--- src/rtl/mdio_mgmt_pkg.sv ---
package mdio_mgmt_pkg;

    localparam int ADDR_W     = 5;
    localparam int DATA_W     = 32;
    localparam int PHY_W      = 5;
    localparam int REG_W      = 5;
    localparam int VAL_W      = 16;
    localparam int PRE_BITS   = 32;
    localparam int FRAME_BITS = 64;
    localparam int IDX_W      = $clog2(FRAME_BITS);
    localparam int TA_POS     = PRE_BITS + 2 + 2 + PHY_W + REG_W;
    localparam int DATA_POS   = TA_POS + 2;

    typedef enum logic [2:0] {
        W_CFG  = 3'd0,
        W_CMD  = 3'd1,
        W_ADDR = 3'd2,
        W_CTRL = 3'd3,
        W_STAT = 3'd4,
        W_IND  = 3'd5
    } reg_word_e;

    typedef struct packed {
        logic             is_rd;
        logic [PHY_W-1:0] phy;
        logic [REG_W-1:0] regn;
        logic [VAL_W-1:0] wdata;
    } mdio_req_t;

    function automatic logic [FRAME_BITS-1:0] build_frame(mdio_req_t r);
        logic [1:0]       op;
        logic [1:0]       ta;
        logic [VAL_W-1:0] tail;
        op   = r.is_rd ? 2'b10 : 2'b01;
        ta   = r.is_rd ? 2'b11 : 2'b10;
        tail = r.is_rd ? {VAL_W{1'b1}} : r.wdata;
        return {{PRE_BITS{1'b1}}, 2'b01, op, r.phy, r.regn, ta, tail};
    endfunction

endpackage

--- src/rtl/mdio_clk_div.sv ---
module mdio_clk_div #(
    parameter int DIV_W = 3
) (
    input  logic             clk,
    input  logic             rst,
    input  logic             run,
    input  logic [DIV_W-1:0] div,
    output logic             mdc,
    output logic             rise_evt,
    output logic             fall_evt
);
    logic [DIV_W-1:0] cnt;
    logic             wrap;

    assign wrap     = run && (cnt == div);
    assign rise_evt = wrap && !mdc;
    assign fall_evt = wrap && mdc;

    always_ff @(posedge clk) begin
        if (rst || !run) begin
            cnt <= '0;
            mdc <= 1'b0;
        end else if (wrap) begin
            cnt <= '0;
            mdc <= ~mdc;
        end else begin
            cnt <= cnt + 1'b1;
        end
    end


    idle_low_chk: assert property (@(posedge clk) disable iff (rst)
        !$past(run) |-> !mdc);

endmodule

--- src/rtl/mdio_frame_engine.sv ---
module mdio_frame_engine
    import mdio_mgmt_pkg::*;
(
    input  logic             clk,
    input  logic             rst,
    input  logic             abort,
    input  logic             start,
    input  mdio_req_t        req,
    input  logic             rise_evt,
    input  logic             fall_evt,
    input  logic             mdio_i,
    output logic             busy,
    output logic             done,
    output logic [VAL_W-1:0] rd_data,
    output logic             mdio_o,
    output logic             mdio_oe
);
    localparam logic [IDX_W-1:0] LAST_IDX = IDX_W'(FRAME_BITS - 1);
    localparam logic [IDX_W-1:0] TA_IDX   = IDX_W'(TA_POS);
    localparam logic [IDX_W-1:0] DATA_IDX = IDX_W'(DATA_POS);

    logic                  rd_q;
    logic [IDX_W-1:0]      idx;
    logic [IDX_W-1:0]      idx_nxt;
    logic [FRAME_BITS-1:0] shreg;

    assign idx_nxt = idx + 1'b1;
    assign done    = busy && fall_evt && (idx == LAST_IDX);
    assign mdio_o  = shreg[FRAME_BITS-1];

    always_ff @(posedge clk) begin
        if (rst || abort) begin
            busy    <= 1'b0;
            rd_q    <= 1'b0;
            idx     <= '0;
            shreg   <= '1;
            mdio_oe <= 1'b0;
            if (rst) rd_data <= '0;
        end else if (!busy) begin
            if (start) begin
                busy    <= 1'b1;
                rd_q    <= req.is_rd;
                idx     <= '0;
                shreg   <= build_frame(req);
                mdio_oe <= 1'b1;
            end
        end else begin
            if (rise_evt && rd_q && idx >= DATA_IDX)
                rd_data <= {rd_data[VAL_W-2:0], mdio_i};
            if (fall_evt) begin
                if (idx == LAST_IDX) begin
                    busy    <= 1'b0;
                    mdio_oe <= 1'b0;
                    shreg   <= '1;
                end else begin
                    idx     <= idx_nxt;
                    shreg   <= {shreg[FRAME_BITS-2:0], 1'b1};
                    mdio_oe <= !(rd_q && idx_nxt >= TA_IDX);
                end
            end
        end
    end


    pin_stable_chk: assert property (@(posedge clk) disable iff (rst)
        busy && $past(busy) && !$past(fall_evt) |-> $stable(mdio_o) && $stable(mdio_oe));


    rd_release_chk: assert property (@(posedge clk) disable iff (rst)
        busy && rd_q && idx >= TA_IDX |-> !mdio_oe);


    wr_drive_chk: assert property (@(posedge clk) disable iff (rst)
        busy && !rd_q |-> mdio_oe);


    no_restart_chk: assert property (@(posedge clk) disable iff (rst)
        busy && $past(busy) && !$past(abort) |-> idx >= $past(idx));

endmodule

--- src/rtl/mdio_mgmt_master.sv ---
module mdio_mgmt_master
    import mdio_mgmt_pkg::*;
#(
    parameter int DIV_W    = 3,
    parameter int DIV_INIT = 7
) (
    input  logic              clk,
    input  logic              rst,
    input  logic              bus_wr,
    input  logic [ADDR_W-1:0] bus_addr,
    input  logic [DATA_W-1:0] bus_wdata,
    output logic [DATA_W-1:0] bus_rdata,
    output logic              mdc,
    output logic              mdio_o,
    output logic              mdio_oe,
    input  logic              mdio_i
);
    localparam int RST_BIT = DATA_W - 1;

    logic [2:0]       word;
    logic [DIV_W-1:0] div_q;
    logic             cmd_q;
    logic [PHY_W-1:0] phy_q;
    logic [REG_W-1:0] regn_q;
    logic [VAL_W-1:0] wval_q;
    logic [VAL_W-1:0] stat_q;
    logic             nv_q;

    logic             mgmt_rst;
    logic             wr_start;
    logic             rd_start;
    logic             busy;
    logic             done;
    logic             rise_evt;
    logic             fall_evt;
    logic [VAL_W-1:0] cap_data;
    mdio_req_t        req;

    assign word     = bus_addr[ADDR_W-1:2];
    assign mgmt_rst = bus_wr && word == W_CFG && bus_wdata[RST_BIT];
    assign wr_start = bus_wr && word == W_CTRL;
    assign rd_start = bus_wr && word == W_CMD && bus_wdata[0] && !cmd_q;

    assign req.is_rd = rd_start;
    assign req.phy   = phy_q;
    assign req.regn  = regn_q;
    assign req.wdata = bus_wdata[VAL_W-1:0];

    always_ff @(posedge clk) begin
        if (rst) begin
            div_q  <= DIV_W'(DIV_INIT);
            cmd_q  <= 1'b0;
            phy_q  <= '0;
            regn_q <= '0;
            wval_q <= '0;
            stat_q <= '0;
            nv_q   <= 1'b0;
        end else begin
            if (bus_wr) begin
                case (word)
                    W_CFG:   div_q <= bus_wdata[DIV_W-1:0];
                    W_CMD:   cmd_q <= bus_wdata[0];
                    W_ADDR: begin
                        phy_q  <= bus_wdata[8 +: PHY_W];
                        regn_q <= bus_wdata[0 +: REG_W];
                    end
                    W_CTRL:  wval_q <= bus_wdata[VAL_W-1:0];
                    default: ;
                endcase
            end
            if (mgmt_rst)
                nv_q <= 1'b0;
            else if (rd_start && !busy)
                nv_q <= 1'b1;
            else if (done)
                nv_q <= 1'b0;
            if (done && nv_q)
                stat_q <= cap_data;
        end
    end

    mdio_clk_div #(.DIV_W(DIV_W)) u_div (
        .clk      (clk),
        .rst      (rst),
        .run      (busy & ~mgmt_rst),
        .div      (div_q),
        .mdc      (mdc),
        .rise_evt (rise_evt),
        .fall_evt (fall_evt)
    );

    mdio_frame_engine u_eng (
        .clk      (clk),
        .rst      (rst),
        .abort    (mgmt_rst),
        .start    (wr_start | rd_start),
        .req      (req),
        .rise_evt (rise_evt),
        .fall_evt (fall_evt),
        .mdio_i   (mdio_i),
        .busy     (busy),
        .done     (done),
        .rd_data  (cap_data),
        .mdio_o   (mdio_o),
        .mdio_oe  (mdio_oe)
    );

    always_comb begin
        bus_rdata = '0;
        case (word)
            W_CFG:   bus_rdata[DIV_W-1:0] = div_q;
            W_CMD:   bus_rdata[0] = cmd_q;
            W_ADDR: begin
                bus_rdata[8 +: PHY_W] = phy_q;
                bus_rdata[0 +: REG_W] = regn_q;
            end
            W_CTRL:  bus_rdata[VAL_W-1:0] = wval_q;
            W_STAT:  bus_rdata[VAL_W-1:0] = stat_q;
            W_IND: begin
                bus_rdata[0] = busy;
                bus_rdata[2] = nv_q;
            end
            default: ;
        endcase
    end

    logic unused_bits;
    assign unused_bits = ^{bus_addr[1:0], bus_wdata[RST_BIT-1:VAL_W]};


    nv_busy_chk: assert property (@(posedge clk) disable iff (rst)
        nv_q |-> busy);


    mgmt_rst_chk: assert property (@(posedge clk) disable iff (rst)
        mgmt_rst |=> !busy && !nv_q && !mdc && !mdio_oe);


    wr_start_chk: assert property (@(posedge clk) disable iff (rst)
        wr_start && !busy |=> busy);


    wr_no_nv_chk: assert property (@(posedge clk) disable iff (rst)
        wr_start && !busy && !nv_q |=> !nv_q);

endmodule

--- config.mk ---
export PLATFORM = sky130hd
export DESIGN_NAME = mdio_mgmt_master
export DESIGN_NICKNAME = d
export VERILOG_FILES = /design/src/rtl/mdio_mgmt_pkg.sv /design/src/rtl/mdio_clk_div.sv /design/src/rtl/mdio_frame_engine.sv /design/src/rtl/mdio_mgmt_master.sv
export SDC_FILE = /design/constraint.sdc
export NUM_CORES = 1
export LEC_CHECK = 0
export CAP_MARGIN = 20
export CORE_ASPECT_RATIO = 1.5
export CORE_MARGIN = 2
export CORE_UTILIZATION = 56
export DETAILED_ROUTE_END_ITERATION = 8
export HOLD_SLACK_MARGIN = 0.03
export PLACE_DENSITY_LB_ADDON = 0.05
export SLEW_MARGIN = 20
export SYNTH_ARGS = -nofsm -noshare
export SYNTH_HDL_FRONTEND = slang
export SYNTH_SLANG_ARGS = --single-unit
--- constraint.sdc ---
create_clock -name clk -period 4.55 [get_ports clk]
set_input_delay 0.455 -clock clk [delete_from_list [all_inputs] [get_ports clk]]
set_output_delay 0.455 -clock clk [all_outputs]
set_load 0.05 [all_outputs]
==> metrics.cfg <==
[layout]
post-route-util = 0.664
nNetsFinal = 750
diodes = 0
syn2layout_area_growth_pct = 15.8
fillers = 889
layout_commonest_cell = nand2_1
layout_common_cells = 129 x nand2_1, 124 x dfxtp_1, 54 x nor2_1
drive_gt1_frac = 0.0987
finalInstanceArea_mm2 = 0.00700

[floorplan]
io_pins = 76
dieWidth_um = 88.8
die_area_mm2 = 0.0117
num_rows = 46
core_mm2 = 0.0105
start_util = 0.574
die_h_um = 131

[pwr]
seqPwrFrac = 0.447
pwr-share-comb = 0.072
p_int_w = 0.00221
peakVddDrop_v = 0.000266
finalPower_w = 0.00290
p_sw_w = 0.000686
switching_share = 0.236
powerDensity_mw_per_mm2 = 414
clock_power_share = 0.481
p_leak_nw = 2.51

[worst_hold_path]
hold_class = register to register
whs_endpoint = stat_q[13]
whs_path_depth = 2
holdCritStartpoint = stat_q[13]

[global_routing]
globalRoute.totalOverflow = 0
antenna_found_initial = 0
grt_max_degree = 63
grt_usage = 0.259
grt_pass1_wl_um = 23900
grt_pass1_vias = 4880

[place]
placed_cell_area_mm2 = 0.00640
place.port_buffers = 42
place_congestion = 0.814
dpl.hpwl_um = 9130

[route]
dr_total_vias = 5010
drt_iter0_markers = 374
firstDrtPassIters = 5
drc_errors = 0
wl_per_cell_um = 16.7
final_antenna_net_count = 0
wl_um = 14400
via_per_inst = 5.81

[timing]
fin_tns_setup_ns = 0
setup_violations = 0
fin_crit_sh = 0.788
fin_hold_ws_ns = 0.455
max_slew_margin = 0.326
fin_crit_ns = 3.58
finalHoldViolations = 0
clock.fmax_mhz = 279
fin_worst_skew_ns = 0.00591
rsz0062_at_grt = false
worst_pin_slew_ns = 1.01
drv_slew = 0

[clocking]
cts.sink_count = 140
clock_path_buffers = 2
postCtsHoldBufs = 0
cts-resized-gates = 0
clock_tree.htree_level_count = 4
path_clk_slew_ns = 0.06
cts_tree = built
ctsRootBufferMaster = clkbuf_16
cts_setup_buffers = 0
cts_made_buffers = 17
clock_latency_ns = 0.42

[synth]
async_flop_share = 0
synth-seq-cells = 140
synth_edf_count = 16
syn_area_mm2 = 0.00604
synth_area_per_cell_um2 = 8.81
synth_cell_types = 58
ys.flop_type = dfxtp_1
ys_warn_count = 0
syn_inst = 686
yosysSeqAreaShare = 0.490

[critical_path]
reg2reg_to = u_eng.shreg[47]
cp_data_arrival_time_ns = 3.13
crit_buf_inv = 5
cp-end-kind = primary output
critPathMaxFanout = 14
path_delay_family = buffers and inverters
crit_type = input port to primary output
cp-start-kind = input port
required_ns = 4.09
cp_slowest_cell = clkdlybuf4s50_1
r2r_slack_ns = 2.01
cp_cell_sequence = clkdlybuf4s50_1, inv_2, nor2_1, buf_4, and2_0, buf_4, nand2_1, o21ai_0, clkdlybuf4s50_1
slowest_delay_ns = 0.84
r2r_cells = 7
rr_startpoint = u_eng.idx[0]

[outcome]
outcome = finished, final reports clean

[flow_run]
cap_violations = 0

-- Yosys cell counts, types with 2 or more instances --
cell type | count | area, um2
xor2_1 | 4 | 35.0
a22o_1 | 6 | 52.6
buf_2 | 17 | 85.1
xnor2_1 | 3 | 26.3
and2_1 | 17 | 106
nor3b_1 | 2 | 15.0
nor3_1 | 34 | 170
nor2b_1 | 7 | 43.8
nand2b_1 | 2 | 12.5
a31oi_1 | 3 | 18.8
a22oi_1 | 8 | 60.1
nand2_1 | 130 | 488
and3_1 | 2 | 12.5
nand3_1 | 32 | 160
a221o_1 | 4 | 40.0
o221ai_2 | 10 | 150
a211o_1 | 3 | 26.3
inv_1 | 4 | 15.0
mux2_2 | 3 | 33.8
dfxtp_1 | 124 | 2480
a21oi_1 | 48 | 240
mux2i_1 | 5 | 50.1
nand3b_1 | 2 | 15.0
o21ai_0 | 14 | 70.1
nand4_1 | 3 | 18.8
edfxtp_1 | 16 | 480
ha_1 | 3 | 37.5
buf_6 | 6 | 67.6
o221ai_1 | 15 | 131
nor2_1 | 55 | 206
buf_4 | 19 | 143
clkbuf_1 | 24 | 90.1
o22ai_1 | 2 | 12.5
o211ai_1 | 4 | 30.0
o21ai_1 | 32 | 160
-- tightest hold or removal path: cells and delay by family (launching register included) --
family | cells | cell delay, ns
AOI/OAI and AO/OA | 1 | 0.05
and+or+nand+nor | 1 | 0.05
DFF | 1 | 0.31
-- metrics by stage --
stage                     setup slack, ns  cells
after floorplan                      1.85    701
after global placement               1.01    831
after detailed placement            0.973    831
after CTS                           0.966    863
after global routing                0.828    863
final                               0.966    863
-- layout make-up --
| type | instances | area, um2 | area share |
|---|---|---|---|
| repair buffers | 53 | 498 | 0.0712 |
| well taps | 144 | 180 | 0.0257 |
| inverters | 5 | 18.8 | 0.00268 |
| clock inverters | 11 | 143 | 0.0204 |
| clock buffers | 21 | 450 | 0.0644 |
| multi-input cells | 489 | 2750 | 0.392 |
| flip-flops and latches | 140 | 2960 | 0.423 |
-- layer usage --
layer	global-route usage	routed length, um	vias to the layer above
met5	0	0	-
met4	0.0951	384	0
met3	0.0666	575	30
met2	0.423	7450	124
met1	0.323	5990	2441
li1	-	-	2415
-- sequential cells by signal, indices dropped and copies added, names as in the netlist --
name           cells
cmd_q              1
div_q              3
nv_q               1
phy_q              5
regn_q             5
stat_q            16
u_div.cnt          3
u_div.mdc          1
u_eng.busy         1
u_eng.idx          6
u_eng.mdio_oe      1
u_eng.rd_data     16
u_eng.rd_q         1
u_eng.shreg       64
wval_q            16
-- how the worst max path moves through the flow --
stage | from | end | slack (ns) | cells past startpoint
floorplan | bus_addr[4] | bus_rdata[10] | 1.85 | 5
global placement | bus_addr[3] | bus_rdata[1] | 1.01 | 9
detailed placement | bus_addr[3] | bus_rdata[10] | 0.97 | 9
CTS | bus_addr[3] | bus_rdata[1] | 0.97 | 9
global route | bus_addr[3] | bus_rdata[10] | 0.83 | 9
finish | bus_addr[3] | bus_rdata[10] | 0.97 | 9
-- power by group through the flow --
stage | clock (W) | combinational (W) | sequential (W)
floorplan | 0 | 0.000156 | 0.00132
global placement | 0 | 0.000200 | 0.00132
detailed placement | 0 | 0.000205 | 0.00132
CTS | 0.00141 | 0.000207 | 0.00130
global route | 0.00146 | 0.000225 | 0.00130
finish | 0.00140 | 0.000208 | 0.00130
-- logic make-up (layout without fill, tap and decap cells) --
group	count (synthesis)	after routing	share of synthesized area
muxes	8	8	0.0139
adders and majority gates	3	3	0.00621
and+or+nand+nor	297	297	0.229
DFF	140	140	0.490
xor gates and xnor gates	7	7	0.0101
AOI/OAI and AO/OA	158	158	0.182
other	1	16	0.000621
buffers and inverters	72	90	0.0675
No activity file was read; power rests on OpenSTA's default activity.
